## src/rtl/mcart_bank_pkg.sv

```systemverilog
package mcart_bank_pkg;

    typedef enum logic [1:0] {
        PM_32K        = 2'd0,
        PM_16K_LOWFIX = 2'd1,
        PM_16K_HIFIX  = 2'd2
    } prg_mode_t;

    typedef enum logic [1:0] {
        NT_ONE_A = 2'd0,
        NT_ONE_B = 2'd1,
        NT_VERT  = 2'd2,
        NT_HORZ  = 2'd3
    } nt_mode_t;

endpackage

```

## src/rtl/prg_inner_sel.sv

```systemverilog
module prg_inner_sel
    import mcart_bank_pkg::*;
#(
    parameter int INNER_W = 4,
    parameter int OUTER_W = 6
) (
    input  prg_mode_t          mode,
    input  logic               a14,
    input  logic [INNER_W-1:0] inner_prg,
    input  logic [OUTER_W-1:0] outer_prg,
    output logic [INNER_W-1:0] inner_bank
);
    // Fixed half as if 32K mode and the smallest size were forced.
    logic [INNER_W-1:0] fixed_half;
    logic [INNER_W-1:0] wide_bank;

    assign fixed_half = {outer_prg[INNER_W-2:0], a14};
    assign wide_bank  = {inner_prg[INNER_W-2:0], a14};

    always_comb begin
        unique case (mode)
            PM_32K:        inner_bank = wide_bank;
            PM_16K_LOWFIX: inner_bank = a14 ? inner_prg : fixed_half;
            PM_16K_HIFIX:  inner_bank = a14 ? fixed_half : inner_prg;
            default:       inner_bank = wide_bank;
        endcase
    end
endmodule

```

## src/rtl/prg_outer_merge.sv

```systemverilog
module prg_outer_merge #(
    parameter int INNER_W = 4,
    parameter int OUTER_W = 6,
    parameter int SIZE_W  = $clog2(INNER_W),
    parameter int BANK_W  = OUTER_W + 1
) (
    input  logic [SIZE_W-1:0]  game_size,
    input  logic [INNER_W-1:0] inner_bank,
    input  logic [OUTER_W-1:0] outer_prg,
    output logic [BANK_W-1:0]  bank
);
    localparam int PAD_W = BANK_W - INNER_W;

    logic [INNER_W-1:0] imask;
    logic [BANK_W-1:0]  omask;
    logic [BANK_W-1:0]  outer_shift;

    // Inner mask grows by one bit per size step.
    for (genvar k = 0; k < INNER_W; k++) begin : g_imask
        assign imask[k] = (int'(game_size) >= k);
    end

    assign outer_shift = {outer_prg, 1'b0};
    assign omask = ~{{PAD_W{1'b0}}, imask} & {{(BANK_W-1){1'b1}}, 1'b0};
    assign bank  = {{PAD_W{1'b0}}, inner_bank & imask} | (outer_shift & omask);
endmodule

```

## src/rtl/nt_select.sv

```systemverilog
module nt_select
    import mcart_bank_pkg::*;
(
    input  nt_mode_t mode,
    input  logic     ppu_a10,
    input  logic     ppu_a11,
    output logic     ciram_a10
);
    always_comb begin
        unique case (mode)
            NT_ONE_A: ciram_a10 = 1'b0;
            NT_ONE_B: ciram_a10 = 1'b1;
            NT_VERT:  ciram_a10 = ppu_a10;
            NT_HORZ:  ciram_a10 = ppu_a11;
            default:  ciram_a10 = 1'b0;
        endcase
    end
endmodule

```

## src/rtl/mcart_bank_gen.sv

```systemverilog
module mcart_bank_gen
    import mcart_bank_pkg::*;
#(
    parameter int INNER_W = 4,
    parameter int OUTER_W = 6,
    parameter int CHR_W   = 2,
    parameter int OFFS_W  = 14,
    parameter int SIZE_W  = $clog2(INNER_W),
    parameter int BANK_W  = OUTER_W + 1,
    parameter int ADDR_W  = BANK_W + OFFS_W
) (
    input  logic              clk,
    input  logic              rst_n,
    input  logic [OFFS_W:0]   cpu_addr,
    input  logic              ppu_a10,
    input  logic              ppu_a11,
    input  logic [INNER_W-1:0] inner_prg,
    input  logic [OUTER_W-1:0] outer_prg,
    input  logic [CHR_W-1:0]  chr_reg,
    input  logic [SIZE_W-1:0] game_size,
    input  logic              prg_16k,
    input  logic              slot_sel,
    input  logic [1:0]        mirror,
    output logic [BANK_W-1:0] prg_bank,
    output logic [ADDR_W-1:0] prg_addr,
    output logic [CHR_W-1:0]  chr_bank,
    output logic              ciram_a10
);
    prg_mode_t          mode;
    logic [INNER_W-1:0] inner_bank;
    logic [BANK_W-1:0]  bank_c;
    logic               nt_c;
    logic               primed;

    assign mode = !prg_16k ? PM_32K : (slot_sel ? PM_16K_HIFIX : PM_16K_LOWFIX);

    prg_inner_sel #(.INNER_W(INNER_W), .OUTER_W(OUTER_W)) u_inner (
        .mode       (mode),
        .a14        (cpu_addr[OFFS_W]),
        .inner_prg  (inner_prg),
        .outer_prg  (outer_prg),
        .inner_bank (inner_bank)
    );

    prg_outer_merge #(.INNER_W(INNER_W), .OUTER_W(OUTER_W), .SIZE_W(SIZE_W), .BANK_W(BANK_W)) u_merge (
        .game_size  (game_size),
        .inner_bank (inner_bank),
        .outer_prg  (outer_prg),
        .bank       (bank_c)
    );

    nt_select u_nt (
        .mode      (nt_mode_t'(mirror)),
        .ppu_a10   (ppu_a10),
        .ppu_a11   (ppu_a11),
        .ciram_a10 (nt_c)
    );

    always_ff @(posedge clk or negedge rst_n) begin
        if (!rst_n) begin
            prg_bank  <= '0;
            prg_addr  <= '0;
            chr_bank  <= '0;
            ciram_a10 <= 1'b0;
            primed    <= 1'b0;
        end else begin
            prg_bank  <= bank_c;
            prg_addr  <= {bank_c, cpu_addr[OFFS_W-1:0]};
            chr_bank  <= chr_reg;
            ciram_a10 <= nt_c;
            primed    <= 1'b1;
        end
    end

    // outputs cleared while in reset
    a_r1_reset_clear: assert property (@(posedge clk)
        !rst_n |=> (prg_bank == '0 && prg_addr == '0 && chr_bank == '0 && !ciram_a10));

    // byte offset follows the CPU address one cycle later
    a_r8_offset_pass: assert property (@(posedge clk) disable iff (!rst_n)
        primed |-> prg_addr[OFFS_W-1:0] == $past(cpu_addr[OFFS_W-1:0]));

    // in the 32K layout the lowest bank bit is A14
    a_r3_wide_a14: assert property (@(posedge clk) disable iff (!rst_n)
        (primed && !$past(prg_16k)) |-> prg_bank[0] == $past(cpu_addr[OFFS_W]));

    // smallest size takes all upper bits from the outer bank
    a_r7_outer_bits: assert property (@(posedge clk) disable iff (!rst_n)
        (primed && $past(game_size) == '0) |-> prg_bank[BANK_W-1:1] == $past(outer_prg));

    // CHR bank passes through
    a_r9_chr_pass: assert property (@(posedge clk) disable iff (!rst_n)
        primed |-> chr_bank == $past(chr_reg));

    // one-screen B drives the select high
    a_r10_screen_b: assert property (@(posedge clk) disable iff (!rst_n)
        (primed && $past(mirror) == 2'd1) |-> ciram_a10);
endmodule

```

## config.mk

```make
export PLATFORM = sky130hd
export DESIGN_NAME = mcart_bank_gen
export DESIGN_NICKNAME = d
export VERILOG_FILES = /design/src/rtl/mcart_bank_pkg.sv /design/src/rtl/prg_inner_sel.sv /design/src/rtl/prg_outer_merge.sv /design/src/rtl/nt_select.sv /design/src/rtl/mcart_bank_gen.sv
export SDC_FILE = /design/constraint.sdc
export NUM_CORES = 1
export LEC_CHECK = 0
export BUFFER_PORTS_ARGS = -buffer_cell sky130_fd_sc_hd__buf_2
export CAP_MARGIN = 25
export CORE_UTILIZATION = 43
export CTS_BUF_LIST = sky130_fd_sc_hd__clkbuf_8
export CTS_CLUSTER_SIZE = 12
export DETAILED_ROUTE_END_ITERATION = 8
export GPL_TIMING_DRIVEN = 1
export PLACE_DENSITY = 0.86
export SETUP_SLACK_MARGIN = 0.02
export SLEW_MARGIN = 20
export SYNTH_ARGS = -nofsm -noshare
export SYNTH_HDL_FRONTEND = slang
export SYNTH_SLANG_ARGS = --single-unit
```

## constraint.sdc

```tcl
create_clock -name clk -period 1 [get_ports clk]
set_clock_uncertainty 0.1 [all_clocks]
set_input_delay 0.2 -clock clk [delete_from_list [all_inputs] [get_ports clk]]
set_output_delay 0.2 -clock clk [all_outputs]
set_load 0.01 [all_outputs]
```

==> flow_metrics.tcl <==
set metrics [dict create \
    end_kind "primary output" \
    finalCriticalPeriod_ns 1.10 \
    routedWlPerCell_um 14.8 \
    powerDensity_nw_per_um2 1480 \
    synthesis.area_sq_um 877 \
    synth-compound-area-share 0.0827 \
    core_sq_um 1820 \
    hold-worst-slack_ns 0.0442 \
    post-route-cell-area_sq_um 1530 \
    cts.sinks 24 \
    multiInputGateArea_sq_um 213 \
    arrival_ns 0.80 \
    ff_latch_area_sq_um 601 \
    syn_nets 99 \
    leakagePower_nw 0.784 \
    die_area_sq_um 2220 \
    avgViaCountPerCell 4.53 \
    status "complete, but fails checks" \
    start_util 0.482 \
    antenna_found_initial 0 \
    path_clk_slew_ns 0.08 \
    hpwl_um 1560 \
    fmax_mhz 907 \
    grt_pass1_wl_um 3230 \
    finalCritPeriodShare 1.10 \
    via_count 788 \
    cp_max_fo 2 \
    path_class "reg2out" \
    crit_path_max_incr_delay_ns 0.39 \
    slowest_stage "dfrtp_1" \
    setup_ws_ns -0.103 \
    report.final.slew_viol_count 0 \
    die_w_um 47.2 \
    synth-main-ff-cell "dfrtp_1" \
    synthAdderAreaFrac 0 \
    synth.distinct_cells 18 \
    tightest_slew_ns 0.320 \
    synthTopCellsByCount "dfrtp_1 (24), buf_4 (7), a21oi_1 (6)" \
    crit_buf_inv 1 \
    rows 15 \
    wl_um 2580 \
    ys_seq_area_frac 0.685 \
    post-synth-top-count-cell "dfrtp_1" \
    cts_made_buffers 3 \
    dp_cells 150 \
    overflow 0 \
    synth-simple-area-share 0.0656 \
    synth_area_per_cell_sq_um 14.1 \
    drive_above_1_share 0.550 \
    drcViolationCount 0 \
    die_h_um 47.2 \
    yosysTopAreaCell "dfrtp_1" \
    path_cells "buf_2" \
    grtUsageTotal 0.217 \
    synthToLayoutAreaGrowth_pct 74.9 \
    start_kind "flop" \
    gp_routability_congestion 0.638 \
    syn_inst 62 \
    cp.required_ns 0.70 \
    nets 187 \
    postPlaceCellArea_sq_um 1210 \
    antenna-diode-count 0 \
    path_delay_family "flip-flops" \
    max-vdd-ir-drop_uv 946 \
    fin_util 0.843 \
    synth_top_family_by_area "multiplexers" \
    cap_violations 0 \
    yosys-mux-area-fraction 0.0899 \
    maxSlewHeadroom 0.787 \
    cts_tree "done" \
    min_path_type "in2reg" \
    drtIter0Drc 3 \
    ios 68 \
    violations "negative setup slack" \
    fill_cells 87 \
    instances_no_fill 174 \
    rsz0062_at_grt "yes" \
    place_ws_ns -0.178 \
    synth-seq-cells 24 \
    cts_root_buf "clkbuf_8" \
    h-tree-depth 1 \
    yosys-top-cells-area "dfrtp_1 (68%), buf_4 (6.0%), mux2_4 (5.1%)" \
    firstDrtPassIters 4 \
    grt_pass1_vias 750 \
    synth_edf_count 0 \
    setup_viol 31 \
    async_flop_share 1.00 \
    synth-xor-area-share 0 \
    hold_viol 0 \
    yosys_warnings 0 \
    ant_nets 0 \
    clockBufferDepth 2 \
    grt_max_degree 25 \
    synth.top_cell.area_share 0.685 \
    port_buffers 67 \
]
## worst paths after layout
path	startpoint	endpoint	slack (ns)	depth (start not counted)
worst min-delay path	mirror[0]	ciram_a10$_DFF_PN0_	0.04	2
min in group asynchronous	rst_n	prg_addr[5]$_DFF_PN0_	0.31	2
max in group asynchronous	rst_n	prg_addr[11]$_DFF_PN0_	0.25	2
worst max-delay path	prg_bank[5]$_DFF_PN0_	prg_addr[19]	-0.10	1
## layer usage
metal  share of wire  track usage  wire, um  vias up
li1                -            -         -      378
met1            0.39        0.242      1010      357
met2            0.52        0.419      1350       49
met3           0.074       0.0462       192        4
met4          0.0089       0.0457        23        0
met5               0            0         0        -
## per-stage QoR
step / TNS (ns) / power [W]
floorplan: -0.0651 / 0.00122
global placement: -0.431 / 0.00137
detailed placement: -0.518 / 0.00138
CTS: -2.20 / 0.00226
global route: -3.27 / 0.00238
finish: -2.28 / 0.00228
## cells by family (layout without fill, tap and decap cells)
family | Yosys count | after routing
DFF | 24 | 24
AOI/OAI and AO/OA | 12 | 12
and+or+nand+nor | 11 | 11
buffers and inverters | 9 | 96
muxes | 6 | 6
## what timing repair did
item | in CTS | in global routing
hold endpoints to repair | 43 | 0
hold buffers | 20 | 0
resized for setup | 0 | 9
endpoints found under the setup margin | 31 | 56
buffers inserted | 0 | 0
## layout by cell type, fill, tap and decap left out
master	count
buf_2	58
a41oi_1	1
bufinv_16	1
mux2_4	4
dfrtp_1	24
dlygate4sd3_1	20
inv_1	1
a31oi_1	4
clkbuf_4	2
nand3_1	1
nor2_1	3
buf_4	4
clkbuf_8	3
and2b_1	1
nand2b_1	1
buf_6	7
nor3_1	1
a21oi_2	1
nor2b_1	3
nand2_1	1
a21oi_1	6
mux2_2	2
## cell type report
cell class / count / share of cell area
Multi-Input combinational cell: 29 / 0.139
Tap cell: 25 / 0.0204
Timing Repair Buffer: 91 / 0.400
Clock inverter: 1 / 0.0196
Inverter: 1 / 0.00245
Sequential cell: 24 / 0.392
Clock buffer: 3 / 0.0269
## report_power, final
part	leakage, nW	internal, W	switching [W]
sequential	0.279	0.00103	0.0000271
clock	0.0357	0.000534	0.000284
combinational	0.469	0.000228	0.000178
total	0.784	0.00179	0.000489
## registers in the layout, summed over array words and instances, names as in the netlist
register   flops
ciram_a10      1
prg_bank       6
chr_bank       2
prg_addr      15
Power figures use the tool's default switching activity.
